--- src/rtl/audio_clkgen.sv ---
`timescale 1ns/1ps
module audio_clkgen #(
  parameter int RATIO = 768
) (
  input  logic       clk,
  input  logic       rst_n,
  input  logic       master_en,
  input  logic       bclk_fast,
  input  logic [1:0] mclk_rate,
  input  logic       bclk_in,
  input  logic       lrclk_in,
  output logic       mclk_out,
  output logic       bclk_out,
  output logic       lrclk_out
);
  localparam logic [1:0] M_DIV3 = 2'd0;
  localparam logic [1:0] M_DIV2 = 2'd1;
  localparam logic [1:0] M_PASS = 2'd2;
  localparam logic [1:0] M_STOP = 2'd3;
  localparam int HALF_FAST = RATIO / 128;
  localparam int HALF_SLOW = RATIO / 64;
  localparam int CW = $clog2(2 * HALF_SLOW);

  // master clock dividers
  logic [2:0] ring;
  logic       ring_neg;
  logic       tog;
  logic [1:0] cur_rate;
  logic       cur_low, req_low;

  always_ff @(posedge clk or negedge rst_n)
    if (!rst_n) begin
      ring <= 3'b100;
      tog  <= 1'b0;
    end else begin
      ring <= {ring[1:0], ring[2]};
      tog  <= ~tog;
    end

  always_ff @(negedge clk or negedge rst_n)
    if (!rst_n) ring_neg <= 1'b0;
    else        ring_neg <= ring[0];

  always_comb begin
    case (cur_rate)
      M_DIV3:  cur_low = ring[2];
      M_DIV2:  cur_low = ~tog;
      default: cur_low = 1'b1;
    endcase
    case (mclk_rate)
      M_DIV3:  req_low = ring[2];
      M_DIV2:  req_low = ~tog;
      default: req_low = 1'b1;
    endcase
  end

  always_ff @(negedge clk or negedge rst_n)
    if (!rst_n)
      cur_rate <= M_DIV3;
    else if (mclk_rate != cur_rate && cur_low && req_low)
      cur_rate <= mclk_rate;

  always_comb
    case (cur_rate)
      M_DIV3:  mclk_out = ring[0] | ring_neg;
      M_DIV2:  mclk_out = tog;
      M_PASS:  mclk_out = clk;
      default: mclk_out = 1'b0;
    endcase

  p_stop_low_r3: assert property (@(posedge clk) disable iff (!rst_n)
    (cur_rate == M_STOP) |-> !mclk_out);

  p_div2_alt_r4: assert property (@(posedge clk) disable iff (!rst_n)
    (cur_rate == M_DIV2 && $past(cur_rate) == M_DIV2) |-> (mclk_out != $past(mclk_out)));

  p_switch_low_r5: assert property (@(negedge clk) disable iff (!rst_n)
    (cur_rate != M_PASS && mclk_out) |=> (cur_rate == $past(cur_rate)));

  // bit and frame clocks
  logic          fast_q;
  logic [CW-1:0] div_cnt;
  logic [5:0]    bit_cnt;
  logic          bclk_q, lrclk_q;

  wire [CW-1:0] div_last = fast_q ? CW'(2 * HALF_FAST - 1) : CW'(2 * HALF_SLOW - 1);
  wire [CW-1:0] div_mid  = fast_q ? CW'(HALF_FAST - 1)     : CW'(HALF_SLOW - 1);
  wire [5:0]    bit_last = fast_q ? 6'd63 : 6'd31;
  wire [5:0]    bit_mid  = fast_q ? 6'd31 : 6'd15;
  wire          div_wrap = (div_cnt == div_last);

  always_ff @(posedge clk or negedge rst_n)
    if (!rst_n) begin
      fast_q  <= 1'b1;
      div_cnt <= '0;
      bit_cnt <= '0;
      bclk_q  <= 1'b0;
      lrclk_q <= 1'b0;
    end else begin
      div_cnt <= div_wrap ? '0 : div_cnt + 1'b1;
      if (div_wrap)
        bit_cnt <= (bit_cnt == bit_last) ? '0 : bit_cnt + 1'b1;
      if (div_wrap || div_cnt == div_mid)
        bclk_q <= ~bclk_q;
      if (div_wrap && (bit_cnt == bit_mid || bit_cnt == bit_last))
        lrclk_q <= ~lrclk_q;
      if (div_wrap && bit_cnt == bit_last)
        fast_q <= bclk_fast;
    end

  assign bclk_out  = master_en ? bclk_q  : bclk_in;
  assign lrclk_out = master_en ? lrclk_q : lrclk_in;

  p_lr_on_fall_r9: assert property (@(posedge clk) disable iff (!rst_n)
    (lrclk_q != $past(lrclk_q)) |-> (!bclk_q && $past(bclk_q)));

  p_rate_at_frame_r8: assert property (@(posedge clk) disable iff (!rst_n)
    (fast_q != $past(fast_q)) |-> (!lrclk_q && $past(lrclk_q)));
endmodule

--- config.mk ---
export PLATFORM = sky130hd
export DESIGN_NAME = audio_clkgen
export DESIGN_NICKNAME = d
export VERILOG_FILES = /design/src/rtl/audio_clkgen.sv
export SDC_FILE = /design/constraint.sdc
export NUM_CORES = 1
export LEC_CHECK = 0
export ABC_AREA = 1
export BUFFER_PORTS_ARGS = -buffer_cell sky130_fd_sc_hd__buf_2
export CORE_ASPECT_RATIO = 1.5
export CORE_UTILIZATION = 45
export DETAILED_ROUTE_END_ITERATION = 10
export PLACE_DENSITY = 0.66
export SYNTH_ARGS = -nofsm -noshare
export SYNTH_HDL_FRONTEND = slang
export SYNTH_SLANG_ARGS = --single-unit
--- constraint.sdc ---
create_clock -name clk -period 1.4 [get_ports clk]
set_clock_uncertainty 0.2 [all_clocks]
set_input_delay 0 -clock clk [delete_from_list [all_inputs] [get_ports clk]]
set_output_delay 0 -clock clk [all_outputs]
set_load 0.01 [all_outputs]
Word level (Yosys, flattened, before mapping)

Index checks and enable logic that the tools add are counted.

Eq/ne operators: 8
Add/sub/neg operators: 2
Reductions and logical operators: 8
Multiplexer cells: 11
Bitwise gates (word level): 4

Operators with widths:

| cell                  | number |
|---|---|
| $mux W5               | 3 |
| $mux W6               | 2 |
| $add A6 B1 Y6 const B | 1 |
| $eq A6 B5 Y1          | 1 |
| $eq A6 B6 Y1          | 1 |
| $add A5 B1 Y5 const B | 1 |
| $eq A5 B4 Y1          | 1 |
| $eq A5 B5 Y1          | 1 |
| $eq A2 B1 Y1 const B  | 2 |
| $logic_and A1 B1 Y1   | 4 |
| $logic_not A2 Y1      | 2 |
| $mux W4               | 1 |
| $pmux W1 S2           | 2 |
| $not A1 Y1            | 3 |
| $pmux W1 S3           | 1 |
| $eq A2 B2 Y1 const B  | 1 |
| $logic_or A1 B1 Y1    | 2 |
| $mux W1               | 2 |
| $ne A2 B2 Y1          | 1 |
| $or A1 B1 Y1          | 1 |

Register bits: 21
Output and inout bits: 3
Word-level logic and storage cells: 42

Depth between registers and ports, before layout

Gate-level depths: netlist of the first run.

Depth in word-level cells: 4
Gate-level depth with buffers: 7
Gate-level depth less buffers: 7

==> impl_metrics.csv, run 1 <==
group,metric,value,unit
run_status,outcome,"finished, violations left",
run_status,violations,"setup timing",
synthesis,synth_ff_type,"dfrtp_1",
placement,dpl_cell_area,1310,µm²
cells_and_area,post-route-util,70.6,%
detailed_routing,wl_per_cell,12.1,µm
synthesis,postSynthCellCount,135,
grt,antenna_found_initial,0,
cells_and_area,design_area,1600,µm²
setup_path,required,1.20,ns
setup_path,setup.worst_path.end_class,"output pin",
floorplanning,io_pins,11,
synthesis,synth_area_leaders,"dfrtp_1, nand2_1, dfrtn_1",
pwr,clock_power_share,38.9,%
grt,grt_usage,20.4,%
grt,grt_pass1_vias,971,
pwr,leakage,0.000796,µW
cells_and_area,area_growth_syn_to_layout,47.9,%
synthesis,synth.area.mux_share,0,%
setup_path,cp_data_arrival_time,2.02,ns
worst_hold_path,hold_path.class,"input pin to output pin",
sta,hold_viol,0,
cells_and_area,layout_commonest_cell,"nand2_1",
synthesis,synth_top_area_share,37.1,%
synthesis,synth_xor_area_share,4.06,%
sta,worst_pin_slew,0.242,ns
pwr,combPwrFrac,4.4,%
cells_and_area,drive_gt1_share,43.0,%
sta,drv_slew,0,
detailed_routing,dr_total_vias,1023,
setup_path,path_class,"flop to output pin",
synthesis,synth_compound_area_share,7.42,%
placement,dp_hpwl,1580,µm
cts,path_clk_slew,0.08,ns
synthesis,synthesis.nets,145,
detailed_routing,drt_pass1_iterations,4,
pwr,swShare,21.9,%
synthesis,synth_top_family_by_area,"simple AND/OR/NAND/NOR gates",
synthesis,synth-edff-count,0,
flow_run,max_cap_viol_count,0,
cells_and_area,final_cell_mix,"nand2_1, dfrtp_1, buf_4",
cells_and_area,fin_nets,190,
floorplanning,die_h,62.0,µm
setup_path,path_max_fanout,3,
detailed_routing,routed_wl,2450,µm
floorplanning,initial_core_util,47.7,%
floorplanning,core_area,2260,µm²
synthesis,yosys_warnings,0,
synthesis,yosysTopAreaCell,"dfrtp_1",
pwr,vdd_ir_drop_max,0.518,mV
synthesis,ys_async_sr_fraction,100,%
cts,cts_tree,"built",
synthesis,synth_cell_type_count,21,
pwr,seqPwrFrac,56.7,%
pwr,internal-power,836,µW
placement,pre_cts_ws,-0.541,ns
cts,clock_latency,0.42,ns
detailed_routing,drc,0,
synthesis,avgSynthCellArea,7.99,µm²
placement,io_buffers,10,
sta,whs,0.0982,ns
sta,finalSetupTns,-3.93,ns
cells_and_area,diodes,0,
setup_path,start_kind,"flop",
sta,rsz0062_at_grt,"yes",
synthesis,synth_fa_ha_area_share,2.32,%
placement,place.gp.congestion,0.831,
sta,setup_viol,22,
sta,setup_slack,-0.823,ns
floorplanning,die_w,42.0,µm
pwr,p_per_area,671,nW/µm²
synthesis,yosys.area_share.simple,29.2,%
grt,grt_overflow,0,
pwr,power_switching,235,µW
floorplanning,die_area,2600,µm²
grt,grt_max_degree,15,
detailed_routing,first_iter_violations,41,
floorplanning,rows,21,
synthesis,yosysSeqAreaShare,49.0,%
detailed_routing,ant_nets,0,
sta,relSlewSlack,83.8,%
detailed_routing,viasPerCell,5.06,
synthesis,ys_seq_elements,21,
synthesis,syn_area,1080,µm²
grt,grt_first_pass_wirelength,3900,µm
## logic make-up after synthesis
family | after synthesis
buffers and inverters | 19
AND/OR/NAND/NOR | 74
flip-flops | 21
AO/OA/AOI/OAI | 14
adder cells (fa/ha/maj) | 2
XOR/XNOR | 5
## area by class of cell
type                       instances  area [µm²]
clock buffer                       8        53.8
fill                             175         664
inverter                          17        71.3
multi-input combinational         96         609
sequential                        21         528
tap                               23        28.8
timing repair buffer              37         304
## layer usage
metal  vias to the layer above  global-route usage, %  wire, µm  part of all wire [%]
met5                         -                      0         0                     0
met4                         0                   14.7        85                   3.5
met3                         9                   4.05        69                   2.8
met2                        27                   38.6      1350                    55
met1                       478                   20.0       945                    39
li1                        509                      -         -                     -
## Yosys cell counts (3+ instances only)
master	count
nor2_1	18
dfrtn_1	3
dfrtp_1	16
nand2_1	39
nand3_1	12
xor2_1	4
a21oi_1	4
inv_1	16
o21ai_0	5
## through the flow
stage	cells	total power [µW]
final	202	1070
after global routing	202	1110
after CTS	201	1080
after detailed placement	185	656
after global placement	185	655
after floorplan	135	627
## registers in the layout, summed over array words and instances, names as in the netlist
register  cells
bclk_q        1
bit_cnt       6
cur_rate      2
div_cnt       5
fast_q        1
lrclk_q       1
ring          3
ring_neg      1
tog           1
## path summary, 6_finish.rpt
kind | from | end | slack, ns | cells past startpoint
min in group asynchronous | rst_n | cur_rate[1]$_DFFE_NN0P_ | 0.31 | 2
max | cur_rate[0]$_DFFE_NN0P_ | mclk_out | -0.82 | 4
max reg2reg | ring[2]$_DFF_PN1_ | cur_rate[0]$_DFFE_NN0P_ | -0.56 | 5
max in group asynchronous | rst_n | fast_q$_DFFE_PN1P_ | 0.27 | 4
min reg2reg | ring[1]$_DFF_PN0_ | ring[2]$_DFF_PN1_ | 0.17 | 0
min | master_en | bclk_out | 0.1 | 3
## timing repair
action | 4_1_cts | 5_1_grt
hold endpoints to repair | 22 | 0
pin swaps | 18 | 24
hold buffers | 4 | 0
gates cloned | 1 | 0
buffers inserted | 4 | 1
gates resized for setup | 18 | 28
endpoints found under the setup margin | 22 | 22
## critical path, stage by stage (launching register included)
cell,delay [ns]
dfrtn_1,0.45
nand3_2,0.08
buf_6,0.12
o211ai_1,0.08
buf_2,0.16
## power by group through the flow
stage | clock (µW) | sequential (µW) | combinational [µW]
after floorplan | 0.00698 | 619 | 7.88
after global placement | 0.00699 | 618 | 36.1
after detailed placement | 0.00699 | 618 | 37.2
after CTS | 426 | 607 | 48.4
after global routing | 448 | 607 | 52.6
final | 416 | 607 | 47.4
Power figures use the tool's default switching activity.
==> run 2, diff against run 1 <==
Settings changed: RECOVER_POWER from default to 25, REMOVE_ABC_BUFFERS from default to 1.
==> impl_metrics.csv, run 2 (synthesized netlist as in run 1, its figures left out) <==
group,metric,value,unit
sta,rsz0062_at_grt,"yes",
floorplanning,core_area,2260,µm²
setup_path,start_kind,"flop",
setup_path,required,1.20,ns
pwr,combPwrFrac,4.5,%
sta,hold_viol,0,
grt,grt_pass1_vias,1012,
cts,cts_tree,"built",
setup_path,path_class,"flop to output pin",
detailed_routing,drc,0,
worst_hold_path,hold_path.class,"input pin to output pin",
placement,place.gp.congestion,0.785,
pwr,power_switching,246,µW
run_status,violations,"setup timing",
setup_path,slowest_delay,0.40,ns
flow_run,max_cap_viol_count,0,
cts,clock_latency,0.41,ns
sta,relSlewSlack,79.2,%
placement,dp_hpwl,1590,µm
grt,grt_usage,22.9,%
sta,worst_pin_slew,0.312,ns
grt,antenna_found_initial,0,
placement,io_buffers,10,
pwr,internal-power,835,µW
detailed_routing,dr_total_vias,1014,
sta,finalSetupTns,-3.46,ns
floorplanning,die_area,2600,µm²
cells_and_area,layout_commonest_cell,"nand2_1",
cells_and_area,diodes,0,
sta,setup_viol,22,
cells_and_area,drive_gt1_share,42.4,%
run_status,outcome,"finished, violations left",
floorplanning,die_h,62.0,µm
floorplanning,io_pins,11,
cells_and_area,fin_nets,188,
pwr,p_per_area,704,nW/µm²
pwr,leakage,0.000757,µW
detailed_routing,routed_wl,2550,µm
sta,setup_slack,-0.763,ns
cells_and_area,largestRegisters,"bit_cnt (6), div_cnt (5), ring (3)",
cells_and_area,largest_reg_flops,6,
setup_path,setup.worst_path.end_class,"output pin",
grt,grt_overflow,0,
setup_path,cpLargestDelayFamily,"flip-flops",
grt,grt_max_degree,13,
floorplanning,initial_core_util,47.7,%
cells_and_area,final_cell_mix,"nand2_1, buf_4, dfrtp_1",
setup_path,path_buf_inv,2,
pwr,swShare,22.8,%
setup_path,path_max_fanout,3,
cells_and_area,largest_register,"bit_cnt",
cts,path_clk_slew,0.08,ns
setup_path,crit_chain,"inv_2 > nand2_2 > o211ai_1 > buf_2",
detailed_routing,viasPerCell,5.07,
floorplanning,rows,21,
detailed_routing,wl_per_cell,12.8,µm
pwr,seqPwrFrac,56.2,%
detailed_routing,drt_pass1_iterations,3,
pwr,clock_power_share,39.3,%
detailed_routing,first_iter_violations,24,
cells_and_area,area_growth_syn_to_layout,42.3,%
detailed_routing,ant_nets,0,
floorplanning,die_w,42.0,µm
setup_path,cp_slowest_cell,"dfrtn_1",
sta,drv_slew,0,
placement,pre_cts_ws,-0.568,ns
grt,grt_first_pass_wirelength,4330,µm
pwr,vdd_ir_drop_max,0.849,mV
setup_path,cp_data_arrival_time,1.96,ns
[run 2: worst paths after layout]
check | start | to | slack (ns) | depth (start not counted)
hold / removal | master_en | lrclk_out | 0.09 | 3
max in group asynchronous | rst_n | fast_q$_DFFE_PN1P_ | 0.06 | 4
setup reg to reg | ring[2]$_DFF_PN1_ | cur_rate[1]$_DFFE_NN0P_ | -0.57 | 5
hold reg to reg | ring[1]$_DFF_PN0_ | ring[2]$_DFF_PN1_ | 0.18 | 0
min in group asynchronous | rst_n | cur_rate[0]$_DFFE_NN0P_ | 0.35 | 2
setup / recovery | cur_rate[0]$_DFFE_NN0P_ | mclk_out | -0.76 | 4
[run 2: layout make-up]
class | instances | area, µm²
Clock buffer | 8 | 53.8
Fill cell | 191 | 724
Inverter | 17 | 71.3
Multi-Input combinational cell | 95 | 578
Sequential cell | 21 | 528
Tap cell | 23 | 28.8
Timing Repair Buffer | 36 | 275
[run 2: power groups by stage]
stage	Sequential, µW	Combinational (µW)	Clock (µW)
floorplan	619	7.62	0.00698
global placement	618	36.3	0.00699
detailed placement	618	37.1	0.00699
CTS	607	47.5	440
global route	607	53.4	454
finish	607	48.4	425
[run 2: repair_timing]
action / in CTS / in global routing
endpoints found under the hold margin: 22 / 0
endpoints found under the setup margin: 22 / 22
setup buffers: 7 / 2
gates resized for setup: 21 / 25
pin swaps: 14 / 17
gates cloned: 0 / 0
hold buffers: 4 / 0
[run 2: metrics by stage]
| stage | hold slack, ns | cells | utilization (%) | power [µW] | instance area [µm²] |
|---|---|---|---|---|---|
| 6_report | 0.0934 | 200 | 67.9 | 1080 | 1540 |
| 5_1_grt | 0.104 | 200 | 67.9 | 1110 | 1540 |
| 4_1_cts | 0.0935 | 199 | 64.5 | 1090 | 1460 |
| 3_5_place_dp | -0.326 | 181 | 55.2 | 656 | 1250 |
| 3_3_place_gp | -0.330 | 181 | 55.2 | 655 | 1250 |
| 2_1_floorplan | -0.496 | 133 | - | 626 | 1060 |
[run 2: per-layer routing]
metal	up-vias	part of all wire, %	global-route usage (%)
li1	506	-	-
met1	481	40	24.6
met2	19	55	42.0
met3	8	2.7	4.05
met4	0	2.4	14.3
met5	-	0	0
[run 2: worst min-delay path, delay by kind of cell]
family          cells  cell delay [ns]
buf+inv             2             0.24
compound gates      1             0.06
==> run 3, diff against run 2 <==
Settings changed: CORE_ASPECT_RATIO 1.5 to 1.1, SETUP_SLACK_MARGIN from default to 0.1, SLEW_MARGIN from default to 10.
==> impl_metrics.csv, run 3 (synthesized netlist as in run 1, its figures left out) <==
group,metric,value,unit
worst_hold_path,hold_path.class,"input pin to output pin",
pwr,p_per_area,662,nW/µm²
grt,grt_overflow,0,
grt,grt_pass1_vias,983,
sta,setup_slack,-0.887,ns
detailed_routing,ant_nets,0,
sta,whs,0.107,ns
setup_path,cp_data_arrival_time,1.69,ns
pwr,leakage,0.000822,µW
setup_path,path_class,"flop to flop",
grt,grt_usage,23.1,%
cts,clock_latency,0.43,ns
grt,top_usage_layer,"met2",
detailed_routing,wl_per_cell,13.0,µm
placement,place.gp.congestion,0.813,
sta,hold_viol,0,
setup_path,start_kind,"flop",
floorplanning,die_w,48.7,µm
detailed_routing,dr_total_vias,1063,
grt,grt_max_degree,15,
cells_and_area,layout_commonest_cell,"nand2_1",
cells_and_area,final_cell_mix,"nand2_1, buf_4, dfrtp_1",
sta,relSlewSlack,78.8,%
sta,worst_pin_slew,0.316,ns
cells_and_area,fin_nets,194,
floorplanning,die_h,53.3,µm
cts,path_clk_slew,0.13,ns
placement,io_buffers,10,
grt,grtUsageMet3,7.47,%
detailed_routing,first_iter_violations,28,
cells_and_area,largest_register,"bit_cnt",
sta,setup_viol,22,
sta,rsz0062_at_grt,"yes",
worst_hold_path,holdPathEnd,"lrclk_out",
floorplanning,rows,18,
sta,drv_slew,0,
floorplanning,core_area,2250,µm²
pwr,vdd_ir_drop_max,0.855,mV
cells_and_area,diodes,0,
run_status,outcome,"finished, violations left",
detailed_routing,viasPerCell,4.99,
detailed_routing,routed_wl,2780,µm
grt,grt_first_pass_wirelength,4250,µm
floorplanning,io_pins,11,
setup_path,path_max_fanout,3,
cells_and_area,multi_input_area,632,µm²
detailed_routing,drt_pass1_iterations,4,
cells_and_area,fillers,157,
setup_path,required,0.80,ns
cells_and_area,area_growth_syn_to_layout,52.8,%
setup_path,r2r-end,"cur_rate[0]$_DFFE_NN0P_",
cells_and_area,regArea,528,µm²
cts,cts_tree,"built",
grt,grt_use_met1,27.0,%
setup_path,setup.worst_path.end_class,"flop",
cells_and_area,drive_gt1_share,49.2,%
setup_path,r2r_cells,9,
worst_hold_path,hold_path_depth,3,
cells_and_area,largestRegisters,"bit_cnt (6), div_cnt (5), ring (3)",
run_status,violations,"setup timing",
grt,antenna_found_initial,0,
cells_and_area,largest_reg_flops,6,
pwr,fin_total_pwr,1090,µW
floorplanning,die_area,2600,µm²
grt,grtUsageMet2,38.4,%
setup_path,r2r_start,"tog$_DFF_PN0_",
setup_path,r2r_slack,-0.89,ns
worst_hold_path,min_from,"master_en",
placement,dp_hpwl,1540,µm
detailed_routing,drc,0,
floorplanning,initial_core_util,47.9,%
flow_run,max_cap_viol_count,0,
## run 3: changes by cell type in the layout (fill, tap and decap cells not counted), sizes merged
cell	previous run	this run
inv	17	16
nand2	41	42
clkinv	0	1
clkinvlp	0	1
buf	32	36
## run 3: cell type report
class                           count  area share (%)
Multi-Input combinational cell     96            38.3
Sequential cell                    21            32.0
Timing Repair Buffer               41            19.2
Inverter                           17            4.63
Clock buffer                        7            3.04
Tap cell                           30            2.28
Clock inverter                      1           0.456
## run 3: worst max path at each step
stage | endpoint | startpoint | slack, ns | depth (start not counted)
global placement | cur_rate[1]$_DFFE_NN0P_ | ring[2]$_DFF_PN1_ | -0.51 | 5
floorplan | cur_rate[0]$_DFFE_NN0P_ | ring[2]$_DFF_PN1_ | -0.48 | 5
detailed placement | cur_rate[0]$_DFFE_NN0P_ | ring[2]$_DFF_PN1_ | -0.57 | 5
CTS | mclk_out | cur_rate[0]$_DFFE_NN0P_ | -0.87 | 4
finish | cur_rate[0]$_DFFE_NN0P_ | tog$_DFF_PN0_ | -0.89 | 9
global route | mclk_out | cur_rate[1]$_DFFE_NN0P_ | -0.93 | 5
## run 3: routing by layer
layer	vias to the layer above	share of wire [%]
met2	20	53
met3	7	2.2
met1	516	43
met4	0	1.6
met5	-	0
li1	520	-
## run 3: per-stage QoR
step / setup slack [ns] / setup TNS, ns / util, % / area, µm² / instances
after CTS: -0.866 / -2.99 / 66.7 / 1500 / 210
after global placement: -0.509 / -2.14 / 55.8 / 1260 / 188
final: -0.887 / -4.20 / 73.2 / 1650 / 213
after detailed placement: -0.570 / -2.54 / 55.8 / 1260 / 188
after global routing: -0.931 / -5.26 / 73.2 / 1650 / 213
after floorplan: -0.484 / -1.36 / - / 1060 / 133
## run 3: power by group
group	internal (µW)	switching, µW	total, µW
combinational	22.0	28.7	50.6
sequential	607	0	607
clock	204	229	433
## run 3: what timing repair did
| action | 4_1_cts | 5_1_grt |
|---|---|---|
| pin swaps | 6 | 14 |
| gates resized for setup | 22 | 37 |
| hold endpoints to repair | 22 | 0 |
| hold buffers | 4 | 0 |
| gates cloned | 1 | 0 |
| setup endpoints to repair | 23 | 24 |
| buffers inserted | 10 | 3 |
## run 3: critical path, stage by stage (launching register included)
cell	delay [ns]
dfrtp_1	0.41
nand3_2	0.10
buf_4	0.14
buf_4	0.12
buf_4	0.12
buf_4	0.12
o21ai_2	0.05
inv_2	0.08
nand3_2	0.06
nand2_1	0.05
